<file path="src/rtl/parity_xcvr_pkg.sv">
package parity_xcvr_pkg;
  parameter int DATA_W = 8;

  typedef struct packed {
    logic              par;
    logic [DATA_W-1:0] data;
  } word_t;

  // parity bit that makes data+bit satisfy the polarity (odd=1 -> odd count)
  function automatic logic gen_parity(logic [DATA_W-1:0] d, logic odd);
    return (^d) ^ odd;
  endfunction
endpackage

</file>
<file path="src/rtl/parity_xcvr_route.sv">
module parity_xcvr_route (
  input  logic clk,
  input  logic rst_n,
  input  logic drv_a_n,
  input  logic drv_b_n,
  output logic dir_ab,
  output logic dir_ba,
  output logic clash
);
  assign dir_ab = drv_a_n & ~drv_b_n;
  assign dir_ba = ~drv_a_n & drv_b_n;
  assign clash  = ~drv_a_n & ~drv_b_n;

  assert_one_route_R9: assert property (@(posedge clk) disable iff (!rst_n)
    $onehot0({dir_ab, dir_ba, clash}));
endmodule

</file>
<file path="src/rtl/parity_xcvr_latch.sv">
module parity_xcvr_latch
  import parity_xcvr_pkg::*;
(
  input  logic  clk,
  input  logic  rst_n,
  input  logic  en,
  input  word_t d,
  output word_t q
);
  always_ff @(posedge clk or negedge rst_n) begin
    if (!rst_n)  q <= '0;
    else if (en) q <= d;
  end

  assert_hold_R6: assert property (@(posedge clk) disable iff (!rst_n)
    !en |=> $stable(q));
  assert_load_R6: assert property (@(posedge clk) disable iff (!rst_n)
    en |=> (q == $past(d)));
endmodule

</file>
<file path="src/rtl/parity_xcvr_check.sv">
module parity_xcvr_check
  import parity_xcvr_pkg::*;
(
  input  logic  clk,
  input  logic  rst_n,
  input  word_t w,
  input  logic  odd,
  output logic  gen,
  output logic  mismatch
);
  assign gen      = gen_parity(w.data, odd);
  assign mismatch = gen != w.par;

  assert_polarity_R5: assert property (@(posedge clk) disable iff (!rst_n)
    (($countones({w.data, gen}) % 2) == int'(odd)));
endmodule

</file>
<file path="src/rtl/parity_xcvr.sv">
module parity_xcvr
  import parity_xcvr_pkg::*;
(
  input  logic              clk,
  input  logic              rst_n,
  input  logic              drv_a_n,
  input  logic              drv_b_n,
  input  logic              feed_sel,
  input  logic              odd_sel,
  input  logic              lat_a_en,
  input  logic              lat_b_en,
  input  logic [DATA_W-1:0] a_in,
  input  logic              a_par_in,
  output logic [DATA_W-1:0] a_out,
  output logic              a_par_out,
  output logic              a_oe,
  input  logic [DATA_W-1:0] b_in,
  input  logic              b_par_in,
  output logic [DATA_W-1:0] b_out,
  output logic              b_par_out,
  output logic              b_oe,
  output logic              err_a_n,
  output logic              err_b_n,
  output logic              clash
);
  localparam int SIDES = 2;

  logic dir_ab, dir_ba;
  word_t bus_in [SIDES];
  word_t reg_d  [SIDES];
  word_t reg_q  [SIDES];
  logic [SIDES-1:0] lat_en, is_src, is_dst, gen_p, mism, err_n;
  word_t src_w, tx_w;
  logic  src_gen;

  parity_xcvr_route u_route (
    .clk(clk), .rst_n(rst_n), .drv_a_n(drv_a_n), .drv_b_n(drv_b_n),
    .dir_ab(dir_ab), .dir_ba(dir_ba), .clash(clash)
  );

  assign bus_in[0] = '{par: a_par_in, data: a_in};
  assign bus_in[1] = '{par: b_par_in, data: b_in};
  assign lat_en    = {lat_b_en, lat_a_en};
  assign is_src    = {dir_ba, dir_ab};
  assign is_dst    = {dir_ab, dir_ba};

  // word leaving the source register
  assign src_w       = dir_ab ? reg_q[0] : reg_q[1];
  assign src_gen     = dir_ab ? gen_p[0] : gen_p[1];
  assign tx_w.data   = src_w.data;
  assign tx_w.par    = feed_sel ? src_w.par : src_gen;

  for (genvar i = 0; i < SIDES; i++) begin : g_side
    // destination register loops back the transmitted word
    assign reg_d[i] = is_dst[i] ? tx_w : bus_in[i];

    parity_xcvr_latch u_latch (
      .clk(clk), .rst_n(rst_n), .en(lat_en[i]), .d(reg_d[i]), .q(reg_q[i])
    );

    parity_xcvr_check u_check (
      .clk(clk), .rst_n(rst_n), .w(reg_q[i]), .odd(odd_sel),
      .gen(gen_p[i]), .mismatch(mism[i])
    );

    assign err_n[i] = ~((is_src[i] | (is_dst[i] & lat_en[i])) & mism[i]);
  end

  assign a_oe      = is_dst[0];
  assign b_oe      = is_dst[1];
  assign a_out     = is_dst[0] ? tx_w.data : '0;
  assign a_par_out = is_dst[0] & tx_w.par;
  assign b_out     = is_dst[1] ? tx_w.data : '0;
  assign b_par_out = is_dst[1] & tx_w.par;
  assign err_a_n   = err_n[0];
  assign err_b_n   = err_n[1];

  assert_idle_quiet_R1: assert property (@(posedge clk) disable iff (!rst_n)
    (drv_a_n && drv_b_n) |-> (!a_oe && !b_oe && err_a_n && err_b_n));
  assert_clash_quiet_R9: assert property (@(posedge clk) disable iff (!rst_n)
    clash |-> (!a_oe && !b_oe && err_a_n && err_b_n));
  assert_gen_ok_R3: assert property (@(posedge clk) disable iff (!rst_n)
    (b_oe && !feed_sel) |-> (($countones({b_out, b_par_out}) % 2) == int'(odd_sel)));
  assert_dst_quiet_R8: assert property (@(posedge clk) disable iff (!rst_n)
    (b_oe && !lat_b_en) |-> err_b_n);
  assert_single_drive_R2: assert property (@(posedge clk) disable iff (!rst_n)
    !(a_oe && b_oe));
endmodule

</file>
<file path="config.mk">
export PLATFORM = sky130hd
export DESIGN_NAME = parity_xcvr
export DESIGN_NICKNAME = d
export VERILOG_FILES = /design/src/rtl/parity_xcvr_pkg.sv /design/src/rtl/parity_xcvr_route.sv /design/src/rtl/parity_xcvr_latch.sv /design/src/rtl/parity_xcvr_check.sv /design/src/rtl/parity_xcvr.sv
export SDC_FILE = /design/constraint.sdc
export NUM_CORES = 1
export LEC_CHECK = 0
export BUFFER_PORTS_ARGS = -buffer_cell sky130_fd_sc_hd__buf_2
export CAP_MARGIN = 20
export CORE_MARGIN = 2
export CORE_UTILIZATION = 23
export CTS_CLUSTER_SIZE = 24
export DETAILED_ROUTE_END_ITERATION = 16
export SLEW_MARGIN = 20
export SYNTH_ARGS = -nofsm -noshare
export SYNTH_HDL_FRONTEND = slang
export SYNTH_SLANG_ARGS = --single-unit
</file>
<file path="constraint.sdc">
create_clock -name clk -period 2.8 [get_ports clk]
set_input_delay 0.56 -clock clk [delete_from_list [all_inputs] [get_ports clk]]
set_output_delay 0.56 -clock clk [all_outputs]
set_load 0.02 [all_outputs]
</file>
==> results_dict.tcl, run 1 <==
set metrics [dict create \
    synthTopCellsByCount "a21oi_1, nor2_1, dfrtp_1" \
    cts-resized-gates 0 \
    fp.dieW_um 75.6 \
    power_leakage_nw 0.758 \
    fin_crit_sh 0.944 \
    die_h_um 75.6 \
    ff2ff_path_depth 4 \
    power_frac_seq 0.343 \
    endpoint_kind "output pin" \
    clock.fmax_mhz 378 \
    async_reset_ff_frac 1.00 \
    max_stage_delay_ns 0.43 \
    muxShareOfSynthArea 0 \
    ys.flop_type "dfrtp_1" \
    reg2reg_slack_ns 1.16 \
    h-tree-depth 1 \
    place_hpwl_um 2590 \
    grt-ovfl-total 0 \
    route.vias.total 1131 \
    cts.sinks 18 \
    synth_top_family_by_area "simple AND/OR/NAND/NOR gates" \
    ys_seq_area_frac 0.382 \
    synth_top_cell_by_area "dfrtp_1" \
    setup-violations-final 0 \
    whs_ns 0.232 \
    antenna_found_initial 0 \
    clk_pin_slew_ns 0.07 \
    p_int_mw 0.633 \
    cp_num_buf_inv 1 \
    worst_slew_margin_rel 0.707 \
    track_usage 0.121 \
    viasPerCell 4.42 \
    grt_pass1_vias 1054 \
    path_cells "xnor2_1 > xnor3_2 > xnor3_1 > or2_2 > buf_2" \
    synthSimpleGateAreaFrac 0.232 \
    synth-seq-cells 18 \
    clockBufferDepth 2 \
    tns_ns 0 \
    grt_pass1_wl_um 5110 \
    reg2reg_to "g_side[0].u_latch.q[8]$_DFFE_PN0P_" \
    max-vdd-ir-drop_mv 0.245 \
    synthAdderAreaFrac 0 \
    clock_latency_ns 0.25 \
    ios 49 \
    io_buffer_count 48 \
    synth_most_common_cell "a21oi_1" \
    synthTopCellsByArea "dfrtp_1, a21oi_1, and2_1" \
    post_cts_buffers 0 \
    tritoncts "yes" \
    routed_wl_um 3350 \
    required_ns 2.24 \
    critical_path.max_fanout 5 \
    synth_compound_area_frac 0.186 \
    drc_errors 0 \
    p_clk_frac 0.227 \
    cts_inserted_buffers 3 \
    avgSynthCellArea_um2 8.55 \
    hold_class "in2async" \
    outcome "completed" \
    core_area_um2 5040 \
    combPwrFrac 0.429 \
    cap_violations 0 \
    cts_hold_buf 0 \
    wl_per_cell_um 13.1 \
    slew_violations 0 \
    power_switching_mw 0.317 \
    arrival_ns 2.08 \
    finalNetCount 213 \
    die_area_um2 5720 \
    grt_max_degree 21 \
    synth-edff-count 0 \
    yosysWarnings 0 \
    ant_nets 0 \
    netlist.area_leader.share 0.382 \
    top_register "g_side.u_latch.q" \
    drt-initial-drc-count 37 \
    period_needed_ns 2.64 \
    cpMaxStageDelayCell "xnor3_2" \
    largest_register_ffs 18 \
    start_util 0.234 \
    fillers 554 \
    gp_congestion 0.751 \
    syn_inst 138 \
    skew_ns 0.00173 \
    reg2reg_from "g_side[1].u_latch.q[0]$_DFFE_PN0P_" \
    powerDensity_nw_per_um2 609 \
    synth_xor_area_frac 0.163 \
    synth_area_um2 1180 \
    drtPass1Iterations 5 \
    row_count 26 \
    path_class "reg2out" \
    worst_pin_slew_ns 0.436 \
    crit_family "XOR/XNOR gates" \
    n_antenna_cell 0 \
    synth_nets 164 \
    switching_share 0.334 \
    hold_viol 0 \
    grt_setup_unrepaired "false" \
    largestRegisters "g_side.u_latch.q x18" \
    areaGrowthSynthToFinish_pct 32.2 \
    crit_path_start_kind "flip-flop" \
    cts_root_buffer "clkbuf_8" \
    drive_gt1_frac 0.328 \
    synth_cell_types 25 \
]
[layer usage]
layer / global-route usage / vias up / share of wire
li1: - / 564 / -
met3: 0.0291 / 2 / 0.060
met2: 0.194 / 42 / 0.45
met1: 0.169 / 523 / 0.48
met5: 0 / - / 0
met4: 0.0234 / 0 / 0.0033
[power by group through the flow]
stage               Sequential [mW]  Clock, mW  Combinational, mW
floorplan                     0.323          0              0.312
global placement              0.331          0              0.405
detailed placement            0.332          0              0.414
CTS                           0.327      0.223              0.415
global route                  0.332      0.236              0.442
finish                        0.326      0.216              0.408
[layout by cell type (no fill, tap or decap), types with 2 or more instances in the layout]
cell type and instances:
a21oi_1 36, and2_1 15, buf_2 48, buf_4 4, clkbuf_8 4, dfrtp_1 18, inv_1 3, nand2_1 4
nand2b_1 3, nand3_1 4, nor2_1 21, o211ai_1 2, xnor2_1 7, xnor3_2 2, xor2_1 4
[worst max path at each step]
stage	from	endpoint	slack, ns	cells past startpoint
finish	g_side[0].u_latch.q[4]$_DFFE_PN0P_	err_a_n	0.16	5
CTS	g_side[0].u_latch.q[4]$_DFFE_PN0P_	err_a_n	0.13	5
global placement	odd_sel	a_par_out	0.26	6
detailed placement	odd_sel	a_par_out	0.25	6
floorplan	odd_sel	a_par_out	0.47	4
global route	g_side[0].u_latch.q[4]$_DFFE_PN0P_	err_a_n	0.03	5
[through the flow]
step	std cells	setup WS, ns	total power, mW	area [um2]	utilization
after CTS	256	0.133	0.965	1560	0.309
after detailed placement	252	0.249	0.746	1510	0.299
after global placement	252	0.259	0.736	1510	0.299
after floorplan	138	0.470	0.635	1180	-
final	256	0.157	0.950	1560	0.309
after global routing	256	0.0344	1.01	1560	0.309
[final cells by class]
type                            instances  area [um2]  area share
Timing Repair Buffer                   52         270       0.173
Inverter                                3        11.3     0.00722
Clock buffer                            4        55.1      0.0353
Multi-Input combinational cell        109         686       0.439
Tap cell                               70        87.6      0.0561
Sequential cell                        18         450       0.289
[cells by family (layout without fill, tap and decap cells)]
| kind of cell | Yosys count | count (layout) |
|---|---|---|
| and+or+nand+nor | 53 | 53 |
| AOI/OAI and AO/OA | 41 | 41 |
| DFF | 18 | 18 |
| xor gates and xnor gates | 15 | 15 |
| buffers and inverters | 11 | 59 |
No activity file was read; power rests on OpenSTA's default activity.
==> run 2: changes to the inputs <==
RECOVER_POWER = 50   (was unset)
==> run 2 against run 1 <==
Critical path depth did not move; register-to-register slack is essentially flat; critical path type unchanged; utilization is 0.074 points lower; first-iteration DRC count down 2.7%; sequential power barely moved; non-clock buffer count did not move; sequential share of layout area is 0.070 points higher; highest routed layer unchanged; global-route usage did not move; largest cell class unchanged; largest power group unchanged.
==> results_dict.tcl, run 2 (synthesis gave the netlist of run 1 again) <==
set metrics [dict create \
    wl_met3_um 177 \
    cp.depth 5 \
    whs_ns 0.453 \
    hold_viol 0 \
    max-vdd-ir-drop_mv 0.246 \
    areaGrowthSynthToFinish_pct 31.9 \
    largest_register_ffs 18 \
    cp_num_buf_inv 1 \
    reg2reg_from "g_side[1].u_latch.q[0]$_DFFE_PN0P_" \
    route.vias.total 1136 \
    drt-initial-drc-count 36 \
    die_h_um 75.6 \
    cts.sinks 18 \
    arrival_ns 2.09 \
    clock_latency_ns 0.25 \
    cts_hold_buf 0 \
    start_util 0.234 \
    cp-endpoint "err_a_n" \
    die_area_um2 5720 \
    dp_slack_ns 0.249 \
    cap_violations 0 \
    clockBufferDepth 2 \
    hold_class "in2async" \
    antenna_found_initial 0 \
    crit_family "XOR/XNOR gates" \
    finalNetCount 213 \
    drc_errors 0 \
    setup_slack_ns 0.154 \
    path_cells "xnor2_1 > xnor3_2 > xnor3_1 > or2_2 > buf_2" \
    largestRegisters "g_side.u_latch.q x18" \
    power_leakage_nw 0.741 \
    reg2reg_to "g_side[0].u_latch.q[8]$_DFFE_PN0P_" \
    drive_gt1_frac 0.312 \
    h-tree-depth 1 \
    fp.dieW_um 75.6 \
    skew_ns 0.00141 \
    viasPerCell 4.44 \
    row_count 26 \
    ff2ff_path_depth 4 \
    routed_wl_um 3350 \
    max_stage_delay_ns 0.43 \
    ios 49 \
    met2WireLength_um 1510 \
    path_class "reg2out" \
    grt_pass1_vias 1054 \
    wl_met1_um 1650 \
    track_usage 0.121 \
    top_register "g_side.u_latch.q" \
    grt_max_degree 21 \
    place_hpwl_um 2590 \
    clock.fmax_mhz 378 \
    n_antenna_cell 0 \
    final_common_cell "buf_2" \
    cts-resized-gates 0 \
    crit_path_start_kind "flip-flop" \
    reg2reg_slack_ns 1.16 \
    gp_congestion 0.751 \
    setup-violations-final 0 \
    wl_per_cell_um 13.1 \
    ant_nets 0 \
    worst_slew_margin_rel 0.323 \
    top_layer "met4" \
    critical_path.max_fanout 5 \
    critPathLaunch "g_side[0].u_latch.q[4]$_DFFE_PN0P_" \
    io_buffer_count 48 \
    layout_common_cells "buf_2, a21oi_1, nor2_1" \
    grt_pass1_wl_um 5110 \
    post-route-util 0.309 \
    post_cts_buffers 0 \
    worst_pin_slew_ns 1.02 \
    core_area_um2 5040 \
    grt-ovfl-total 0 \
    drtPass1Iterations 5 \
    tritoncts "yes" \
    cts_root_buffer "clkbuf_8" \
    cts_inserted_buffers 3 \
    clk_pin_slew_ns 0.07 \
    powerDensity_nw_per_um2 610 \
    total_power_mw 0.949 \
    endpoint_kind "output pin" \
    required_ns 2.24 \
    period_needed_ns 2.65 \
    tns_ns 0 \
    cpMaxStageDelayCell "xnor3_2" \
    slew_violations 0 \
    grt_setup_unrepaired "false" \
    fin_crit_sh 0.945 \
    outcome "completed" \
]
run 2: per-layer routing:
layer | track usage | up-vias
met3 | 0.0291 | 2
li1 | - | 564
met5 | 0 | -
met4 | 0.0234 | 0
met1 | 0.169 | 528
met2 | 0.194 | 42
run 2: how the worst min path moves through the flow:
stage                     start                            endpoint  slack (ns)
after global routing      rst_n  g_side[1].u_latch.q[5]$_DFFE_PN0P_        0.53
after floorplan           rst_n  g_side[0].u_latch.q[0]$_DFFE_PN0P_        0.26
after CTS                 rst_n  g_side[1].u_latch.q[6]$_DFFE_PN0P_        0.25
after detailed placement  rst_n  g_side[1].u_latch.q[6]$_DFFE_PN0P_        0.53
final                     rst_n  g_side[1].u_latch.q[6]$_DFFE_PN0P_        0.45
after global placement    rst_n  g_side[1].u_latch.q[0]$_DFFE_PN0P_        0.52
run 2: layout make-up:
type,instances,area [um2]
clock buffer,4,55.1
fill,556,3490
inverter,3,11.3
multi-input combinational,109,686
sequential,18,450
tap,70,87.6
timing repair buffer,52,267
run 2: power by group:
part,switching (mW),leakage [nW],internal [mW],total (mW)
Sequential,0.0314,0.203,0.295,0.326
Combinational,0.195,0.509,0.212,0.407
Clock,0.0915,0.0288,0.125,0.217
run 2: worst reg2reg max path: cells and delay by family (launching register included):
family	cells	cell delay [ns]
DFF	1	0.40
xor gates and xnor gates	3	0.86
AOI/OAI and AO/OA	1	0.28
run 2: through the flow:
step,instances,instance area [um2]
floorplan,138,1180
global placement,252,1510
detailed placement,252,1510
CTS,256,1560
global route,256,1560
finish,256,1560
